**config.mk**
```make
export PLATFORM = sky130hd
export DESIGN_NAME = irq_dispatch
export DESIGN_NICKNAME = d
export VERILOG_FILES = /design/src/rtl/irq_dispatch_pkg.sv /design/src/rtl/irq_dest_match.sv /design/src/rtl/irq_lowest_pick.sv /design/src/rtl/irq_dispatch_policy.sv /design/src/rtl/irq_dispatch.sv
export SDC_FILE = /design/constraint.sdc
export NUM_CORES = 1
export LEC_CHECK = 0
export BUFFER_PORTS_ARGS = -buffer_cell sky130_fd_sc_hd__buf_2
export CORE_MARGIN = 5
export CORE_UTILIZATION = 43
export DETAILED_ROUTE_END_ITERATION = 8
export PLACE_DENSITY_LB_ADDON = 0.15
export SETUP_SLACK_MARGIN = 0.5
export SYNTH_ARGS = -nofsm -noshare
export SYNTH_HDL_FRONTEND = slang
export SYNTH_SLANG_ARGS = --single-unit
```
**constraint.sdc**
```tcl
create_clock -name clk_i -period 0.8 [get_ports clk_i]
set_input_delay 0.08 -clock clk_i [delete_from_list [all_inputs] [get_ports clk_i]]
set_output_delay 0.08 -clock clk_i [all_outputs]
set_load 0.05 [all_outputs]
```
**src/rtl/irq_dispatch_pkg.sv**
```systemverilog
package irq_dispatch_pkg;
  typedef enum logic [2:0] {
    DM_FIXED  = 3'b000,
    DM_LOWEST = 3'b001,
    DM_NMI    = 3'b100
  } dmode_e;
endpackage

```
**src/rtl/irq_dest_match.sv**
```systemverilog
module irq_dest_match #(
  parameter int N_TGT = 4,
  parameter int ID_W  = 8
) (
  input  logic [ID_W-1:0]       dest_i,
  input  logic                  logical_i,
  input  logic [N_TGT-1:0]      present_i,
  input  logic [N_TGT*ID_W-1:0] phys_id_i,
  input  logic [N_TGT*ID_W-1:0] log_id_i,
  output logic [N_TGT-1:0]      mask_o
);
  logic [N_TGT-1:0] phys_hit, log_hit, phys_first;
  logic             bcast;

  assign bcast = (dest_i == {ID_W{1'b1}});

  for (genvar g = 0; g < N_TGT; g++) begin : g_hit
    assign phys_hit[g] = present_i[g] && (phys_id_i[g*ID_W +: ID_W] == dest_i);
    assign log_hit[g]  = present_i[g] && |(log_id_i[g*ID_W +: ID_W] & dest_i);
  end

  // first matching target only
  always_comb begin
    phys_first = '0;
    for (int i = N_TGT-1; i >= 0; i--)
      if (phys_hit[i]) begin
        phys_first    = '0;
        phys_first[i] = 1'b1;
      end
  end

  always_comb begin
    if (logical_i)  mask_o = (dest_i == '0) ? '0 : log_hit;
    else if (bcast) mask_o = present_i;
    else            mask_o = phys_first;
  end
endmodule

```
**src/rtl/irq_lowest_pick.sv**
```systemverilog
module irq_lowest_pick #(
  parameter int N_TGT  = 4,
  parameter int PRIO_W = 4
) (
  input  logic [N_TGT-1:0]        mask_i,
  input  logic [N_TGT*PRIO_W-1:0] prio_i,
  output logic [N_TGT-1:0]        pick_o
);
  logic [PRIO_W-1:0] best;
  logic              found;

  // strict less-than keeps the lowest index on ties
  always_comb begin
    pick_o = '0;
    best   = '0;
    found  = 1'b0;
    for (int i = 0; i < N_TGT; i++) begin
      if (mask_i[i] && (!found || prio_i[i*PRIO_W +: PRIO_W] < best)) begin
        pick_o    = '0;
        pick_o[i] = 1'b1;
        best      = prio_i[i*PRIO_W +: PRIO_W];
        found     = 1'b1;
      end
    end
  end
endmodule

```
**src/rtl/irq_dispatch_policy.sv**
```systemverilog
module irq_dispatch_policy
  import irq_dispatch_pkg::*;
#(
  parameter int N_TGT = 4
) (
  input  logic [2:0]       dmode_i,
  input  logic             pin_zero_i,
  input  logic [N_TGT-1:0] mask_i,
  input  logic [N_TGT-1:0] pick_i,
  input  logic             present0_i,
  output logic [N_TGT-1:0] strobe_o,
  output logic             nmi_o,
  output logic             accepted_o,
  output logic             unsupported_o
);
  logic [N_TGT-1:0] tgt0_only;

  always_comb begin
    tgt0_only    = '0;
    tgt0_only[0] = present0_i;
  end

  always_comb begin
    strobe_o      = '0;
    nmi_o         = 1'b0;
    unsupported_o = 1'b0;
    if (mask_i != '0) begin
      case (dmode_i)
        DM_FIXED:  strobe_o = pin_zero_i ? tgt0_only : mask_i;
        DM_LOWEST: strobe_o = pin_zero_i ? tgt0_only : pick_i;
        DM_NMI: begin
          strobe_o = mask_i;
          nmi_o    = 1'b1;
        end
        default:   unsupported_o = 1'b1;
      endcase
    end
    accepted_o = |strobe_o;
  end
endmodule

```
**src/rtl/irq_dispatch.sv**
```systemverilog
module irq_dispatch
  import irq_dispatch_pkg::*;
#(
  parameter int N_TGT      = 4,
  parameter int ID_W       = 8,
  parameter int VEC_W      = 8,
  parameter int PRIO_W     = 4,
  parameter int PIN_W      = 5,
  parameter bit FORCE_PIN0 = 1'b1
) (
  input  logic                    clk_i,
  input  logic                    rst_ni,
  input  logic                    req_valid_i,
  input  logic [PIN_W-1:0]        req_pin_i,
  input  logic [ID_W-1:0]         req_dest_i,
  input  logic                    req_logical_i,
  input  logic [2:0]              req_dmode_i,
  input  logic [VEC_W-1:0]        req_vector_i,
  input  logic                    req_level_i,
  input  logic [N_TGT-1:0]        tgt_present_i,
  input  logic [N_TGT*ID_W-1:0]   tgt_phys_id_i,
  input  logic [N_TGT*ID_W-1:0]   tgt_log_id_i,
  input  logic [N_TGT*PRIO_W-1:0] tgt_prio_i,
  output logic [N_TGT-1:0]        dlv_strobe_o,
  output logic [VEC_W-1:0]        dlv_vector_o,
  output logic                    dlv_level_o,
  output logic                    dlv_nmi_o,
  output logic                    rsp_valid_o,
  output logic                    rsp_accepted_o,
  output logic                    rsp_unsupported_o
);
  logic [N_TGT-1:0] mask, pick, strobe;
  logic             pin_zero, nmi, accepted, unsupported;

  if (FORCE_PIN0) begin : g_pin0
    assign pin_zero = (req_pin_i == '0);
  end else begin : g_no_pin0
    assign pin_zero = 1'b0;
  end

  irq_dest_match #(.N_TGT(N_TGT), .ID_W(ID_W)) i_match (
    .dest_i    (req_dest_i),
    .logical_i (req_logical_i),
    .present_i (tgt_present_i),
    .phys_id_i (tgt_phys_id_i),
    .log_id_i  (tgt_log_id_i),
    .mask_o    (mask)
  );

  irq_lowest_pick #(.N_TGT(N_TGT), .PRIO_W(PRIO_W)) i_pick (
    .mask_i (mask),
    .prio_i (tgt_prio_i),
    .pick_o (pick)
  );

  irq_dispatch_policy #(.N_TGT(N_TGT)) i_policy (
    .dmode_i       (req_dmode_i),
    .pin_zero_i    (pin_zero),
    .mask_i        (mask),
    .pick_i        (pick),
    .present0_i    (tgt_present_i[0]),
    .strobe_o      (strobe),
    .nmi_o         (nmi),
    .accepted_o    (accepted),
    .unsupported_o (unsupported)
  );

  always_ff @(posedge clk_i or negedge rst_ni) begin
    if (!rst_ni) begin
      dlv_strobe_o      <= '0;
      dlv_vector_o      <= '0;
      dlv_level_o       <= 1'b0;
      dlv_nmi_o         <= 1'b0;
      rsp_valid_o       <= 1'b0;
      rsp_accepted_o    <= 1'b0;
      rsp_unsupported_o <= 1'b0;
    end else begin
      rsp_valid_o       <= req_valid_i;
      dlv_strobe_o      <= req_valid_i ? strobe : '0;
      dlv_vector_o      <= req_valid_i ? req_vector_i : '0;
      dlv_level_o       <= req_valid_i && req_level_i;
      dlv_nmi_o         <= req_valid_i && nmi;
      rsp_accepted_o    <= req_valid_i && accepted;
      rsp_unsupported_o <= req_valid_i && unsupported;
    end
  end
endmodule

```
Yosys cells after proc, flatten, opt, wreduce, memory -nomap -nowiden. Index checks and enable logic that the tools add are counted.

Register bits after elaboration: 17. Latch bits: 0. RAM bits: 0. Bits in read-only memories: 0. Bits of input ports: 113. Output and inout port bits: 17. Memories: 0.

Add/sub/neg operators: 0. $mul: 0. Div/mod/pow operators: 0. $lt $le $gt $ge: 3. Eq/ne operators: 7. Shifts and indexed selects: 0. Muxes and demuxes: 27. Bitwise logic cells: 4. Reductions and logical operators: 31.

Operators with widths (number): $mux W4 (17); $and A8 B8 Y8 (4); $eq A8 B8 Y1 (4); $reduce_or A8 Y1 (4); $logic_and A1 B1 Y1 (15); $lt A4 B4 Y1 (3); $pmux W4 S3 (1); $eq A8 B8 Y1 const B (1); $logic_not A8 Y1 (1); $mux W1 (8); $mux W8 (1); $logic_not A5 Y1 (1); $reduce_bool A4 Y1 (1); $reduce_or A4 Y1 (1); $eq A3 B1 Y1 const B (1); $eq A3 B3 Y1 const B (1); $logic_not A1 Y1 (3); $logic_not A3 Y1 (1); $logic_or A1 B1 Y1 (3); $reduce_or A3 Y1 (1).

Depth between registers and ports, before layout.
Depth in word-level cells: 26. Mapped depth: 28. Mapped depth without buffers: 27.

Cells and area by module. From an unflattened synthesis, not the netlist that was laid out.

Cell total of the unflattened synthesis: 216. Area, all modules: 1914.3 µm².

Modules (own cells, without submodules): irq_dest_match (instances 1, cells an instance 91, area an instance 710.7 µm², sequential area each 0.0 µm²); irq_dispatch (instances 1, cells an instance 36, area an instance 540.5 µm², sequential area each 425.4 µm²); irq_lowest_pick (instances 1, cells an instance 59, area an instance 459.2 µm², sequential area each 0.0 µm²); irq_dispatch_policy (instances 1, cells an instance 30, area an instance 203.9 µm², sequential area each 0.0 µm²).

Least setup slack after synthesis. OpenSTA, ideal clock, no wires.

Path kind: input port to flip-flop. Start point: input req_dest_i[3]. End point: register rsp_accepted_o. Arrival: 5093 ps. Setup slack: -4433 ps. Stages: 25. Path buffers: 1. Cells stage by stage: buf_6 > xor2_2 > nor4_4 > a21oi_2 > nor2_2 > nand2_1 > ha_1 > nand2_1 > o31ai_1 > a21oi_2 > mux2_2 > ha_1 > a21o_1 > a21o_1 > a31o_2 > a21oi_1 > a21oi_4 > nand2_1 > o21ai_0 > ha_1 > a2111oi_0 > a211o_1 > a31oi_1 > nand2_2 > o211ai_1.

Longest elaborated chain between the ends: 25.

Ends and longest elaborated chain: start, declared (line irq_dispatch.sv:15) `input logic [ID_W-1:0] req_dest_i,`; $eq A8 B8 Y1 (line irq_dest_match.sv:18) `assign phys_hit[g] = present_i[g] && (phys_id_i[g*ID_W +: ID_W] == dest_i);`; $logic_and A1 B1 Y1 (line irq_dest_match.sv:18); $mux W4 (3 in series) (line irq_dest_match.sv:26) `if (phys_hit[i]) begin`; $mux W4 (line irq_dest_match.sv:34) `else if (bcast) mask_o = present_i;`; $mux W4 * (line irq_dest_match.sv:33) `if (logical_i) mask_o = (dest_i == '0) ? '0 : log_hit;`; $mux W4 or $mux W1 (tied branches) (line irq_lowest_pick.sv:18) `if (mask_i[i] && (!found || prio_i[i*PRIO_W +: PRIO_W] < best)) begin`; $lt A4 B4 Y1 or $logic_not A1 Y1 (tied branches) (line irq_lowest_pick.sv:18); $logic_or A1 B1 Y1 (line irq_lowest_pick.sv:18); [7 not listed]; $logic_or A1 B1 Y1 (line irq_lowest_pick.sv:18); $logic_and A1 B1 Y1 (line irq_lowest_pick.sv:18); $mux W4 (line irq_lowest_pick.sv:18); $mux W4 (line irq_dispatch_policy.sv:30) `DM_LOWEST: strobe_o = pin_zero_i ? tgt0_only : pick_i;`; $pmux W4 S3 (line irq_dispatch_policy.sv:28) `case (dmode_i)`; $mux W4 * (line irq_dispatch_policy.sv:27) `if (mask_i != '0) begin`; $reduce_or A4 Y1 * (line irq_dispatch_policy.sv:38) `accepted_o = |strobe_o;`; $logic_and A1 B1 Y1 * (line irq_dispatch.sv:83) `rsp_accepted_o <= req_valid_i && accepted;`; end signal, assigned (line irq_dispatch.sv:83); end, declared (line irq_dispatch.sv:29) `output logic rsp_accepted_o,`.

Mark *: on every way between the ends. The rest lies on a longest branch, timed or not.

Worst setup path in the final report.
Start point: input req_dest_i[4]. End point: register dlv_strobe_o[2].

Longest elaborated chain between the ends: 24.

Ends and longest elaborated chain: $eq A8 B8 Y1 (line irq_dest_match.sv:18); $logic_and A1 B1 Y1 (line irq_dest_match.sv:18); $mux W4 (3 in series) (line irq_dest_match.sv:26); $mux W4 (line irq_dest_match.sv:34); $mux W4 * (line irq_dest_match.sv:33); $mux W4 or $mux W1 (tied branches) (line irq_lowest_pick.sv:18); $lt A4 B4 Y1 or $logic_not A1 Y1 (tied branches) (line irq_lowest_pick.sv:18); $logic_or A1 B1 Y1 (line irq_lowest_pick.sv:18); [6 not listed]; $lt A4 B4 Y1 or $logic_not A1 Y1 (tied branches) (line irq_lowest_pick.sv:18); $logic_or A1 B1 Y1 (line irq_lowest_pick.sv:18); $logic_and A1 B1 Y1 (line irq_lowest_pick.sv:18); $mux W4 (line irq_lowest_pick.sv:18); $mux W4 (line irq_dispatch_policy.sv:30); $pmux W4 S3 (line irq_dispatch_policy.sv:28); $mux W4 * (line irq_dispatch_policy.sv:27); $mux W4 * (line irq_dispatch.sv:79) `dlv_strobe_o <= req_valid_i ? strobe : '0;`; end signal, assigned (line irq_dispatch.sv:79); end, declared (line irq_dispatch.sv:24) `output logic [N_TGT-1:0] dlv_strobe_o,`.

Marked as above.

==> metrics <==
Post-synth EDFFs=0; top_reg_cell synth=dfrtp_1; Setup crit end=dlv_strobe_o[2]$_DFF_PN0_; final net count=approximately 550; Fin. Hold Viols=17; Startpoint Class=primary input; CTS tree=yes; core area=roughly 4400 µm²; post-DP HPWL=5.83 mm; Slew @ Worst Pin=0.444 ns; CP bufs+invs=1; fin crit share=581%; WS Path Type=primary input to flop; Area Overhead vs Synth=88.9%; global route overflow=0; critical path's most frequent cell=a21oi_4; Comb power frac=between 50% and 60%; Std-Cell Rows=24; sw power=1.32 mW; Synth Net Count=339; max-cap violations=0; WL final=8.05 mm; FF+latch count, synth=17; Synth area leader=dfrtp_1; fin crit period=roughly 4.6 ns; Final Total Pwr=3.62 mW; total number of vias=approximately 2600; Worst EP required=around 0.96 ns; die area=slightly above 6000 µm²; f_max=approximately 220 MHz; drt wl/cell=16.9 µm; peak supply drop=a little over 0.0006 V; # IOs=130; P_int=roughly 2.3 mW; First-pass DRT Iterations=4; vias in the first global route=~2600; pre-CTS setup slack=-4.11 ns; pin count of the biggest net entering global routing=18; Clock power frac=17.6%; post-synth cell types=between 60 and 70; Starting Density=between 40% and 50%; Worst Setup SP=req_dest_i[4]; syn_area_per_cell=9.08 µm²; final core utilization=between 80% and 90%; max incr delay on CP=0.36 ns; failing checks=negative hold slack, negative setup slack; non-filler cells in the finished layout=about 480; status=finished, violations left; endpoints failing setup=24; asr flop ratio synth=100%; synthesized area=between 1500 and 2000 µm²; Antenna Cells=0; Detail Route Antenna Nets=0; total track usage=between 20% and 30%; most common library cells after synthesis=nand2_1 (21), dfrtp_1 (17), xnor2_1 (16); Seq/Total Area, Yosys=21.6%; dpl cells=approximately 450; total clock sinks=17; Flop pwr share=between 20% and 30%; initial antenna violation count=0; Die W=roughly 78 µm; RePlAce Congestion=approximately 0.87; Avg Vias per Cell=roughly 5.4; relative slew slack=around 70%; DRC errors left=0; Sw Share=a little over a third; P_leak=approximately 1.7 nW; most frequent cell after synthesis=nand2_1; Yosys Warn Count=0; layout cells sized above 1=68.6%; Crit Path Max Fanout=7; IO Port Bufs=about 130; Die Ht=around 78 µm; Setup WS post-layout=-3.85 ns; hold_ws=-0.277 ns; pwr dens=between 900 and 1000 nW/µm²; Max Transition Viols Final=0; slowest CP cell=nor4_4; top post-synthesis cells by area=dfrtp_1 (22%), xnor2_1 (7.1%), ha_1 (5.7%); CP top delay family=compound AO/OA/AOI/OAI gates; root buffer cell=clkbuf_8; crit end category=flop; critical path data arrival time=approximately 4.8 ns; Max clock buf depth=2; H-tree Lvls=1; Mapped Cells=~220; First DRT Iteration DRCs=around 110; top-area cell type share of the netlist area=roughly 22%; Crit path depth=27; TritonCTS Buffers=3; RSZ-0062 raised after global routing=yes; Hold Crit Class=primary input to async pin; CTS clk-pin slew, worst paths=0.07 ns; first-pass GRT wire length=between 10 and 15 mm
-- cell type report --
type / count / area [µm²]
Tap cell: 52 / 65.1
Sequential cell: 17 / 445
Timing Repair Buffer: 211 / 1440
Fill cell: 241 / 663
Clock inverter: 1 / 5.00
Clock buffer: 3 / 41.3
Inverter: 8 / 32.5
Multi-Input combinational cell: 183 / 1690
-- what timing repair did --
action                                  CTS  global route
gates cloned                              1             0
endpoints found under the setup margin   33            25
resized for setup                        65            18
endpoints found under the hold margin    17            17
pin swaps                                10            14
buffers inserted                         12             5
-- cells in the final DEF (no fill, tap or decap), drive strengths merged, types with 7 or more instances in the layout --
| cell | instances |
|---|---|
| a21oi | 10 |
| buf | 211 |
| nand2 | 22 |
| a22oi | 9 |
| o21ai | 7 |
| ha | 9 |
| nor2 | 12 |
| xnor2 | 16 |
| nand4 | 7 |
| dfrtp | 17 |
| inv | 8 |
| xor2 | 16 |
| and2 | 9 |
| nand3 | 7 |
| nor4 | 7 |
-- sequential cells by signal (all words and copies together) (netlist names) --
name,count
dlv_nmi_o,1
rsp_unsupported_o,1
dlv_level_o,1
dlv_strobe_o,4
dlv_vector_o,8
rsp_accepted_o,1
rsp_valid_o,1
-- cell families (layout without fill, tap and decap cells) --
family / count (synthesis) / in the layout / share of synthesized area, %
AND/OR/NAND/NOR: 81 / 81 / 24.6
AO/OA/AOI/OAI: 58 / 58 / 24.7
XOR/XNOR: 32 / 32 / 15.8
flip-flops: 17 / 17 / 21.6
buffers and inverters: 17 / 223 / 5.91
adder cells (fa/ha/maj): 9 / 9 / 5.72
multiplexers: 3 / 3 / 1.72
-- how the worst min path moves through the flow --
stage	cells past startpoint	end	slack, ns	startpoint
floorplan	0	dlv_level_o$_DFF_PN0_	-0.22	rst_ni
finish	1	dlv_strobe_o[2]$_DFF_PN0_	-0.28	rst_ni
global placement	1	dlv_strobe_o[2]$_DFF_PN0_	0.003	rst_ni
CTS	1	dlv_strobe_o[2]$_DFF_PN0_	-0.26	rst_ni
global route	1	dlv_strobe_o[2]$_DFF_PN0_	-0.24	rst_ni
detailed placement	1	dlv_strobe_o[2]$_DFF_PN0_	0.008	rst_ni
-- routing by layer --
metal	up-vias	part of all wire [%]	track usage, %
li1	1213	-	-
met1	1198	37	29.4
met2	134	52	44.0
met3	30	7.4	3.59
met4	0	3.7	9.11
met5	-	0	0
-- power groups by stage --
stage | clock network, mW | registers, mW | logic, mW
floorplan | 0 | 1.06 | 0.803
global placement | 0 | 0.923 | 1.61
detailed placement | 0 | 0.924 | 1.64
CTS | 0.631 | 0.918 | 1.87
global route | 0.686 | 0.922 | 2.21
finish | 0.638 | 0.918 | 2.07
-- metrics by stage --
| stage | setup TNS [ns] | area, µm² | hold WS (ns) |
|---|---|---|---|
| floorplan | -20.11 | 2130 | -0.216 |
| global placement | -22.65 | 3210 | 0.00253 |
| detailed placement | -23.34 | 3210 | 0.00791 |
| CTS | -21.82 | 3600 | -0.261 |
| global route | -24.30 | 3720 | -0.243 |
| finish | -22.65 | 3720 | -0.277 |
No activity file was read; power rests on OpenSTA's default activity.
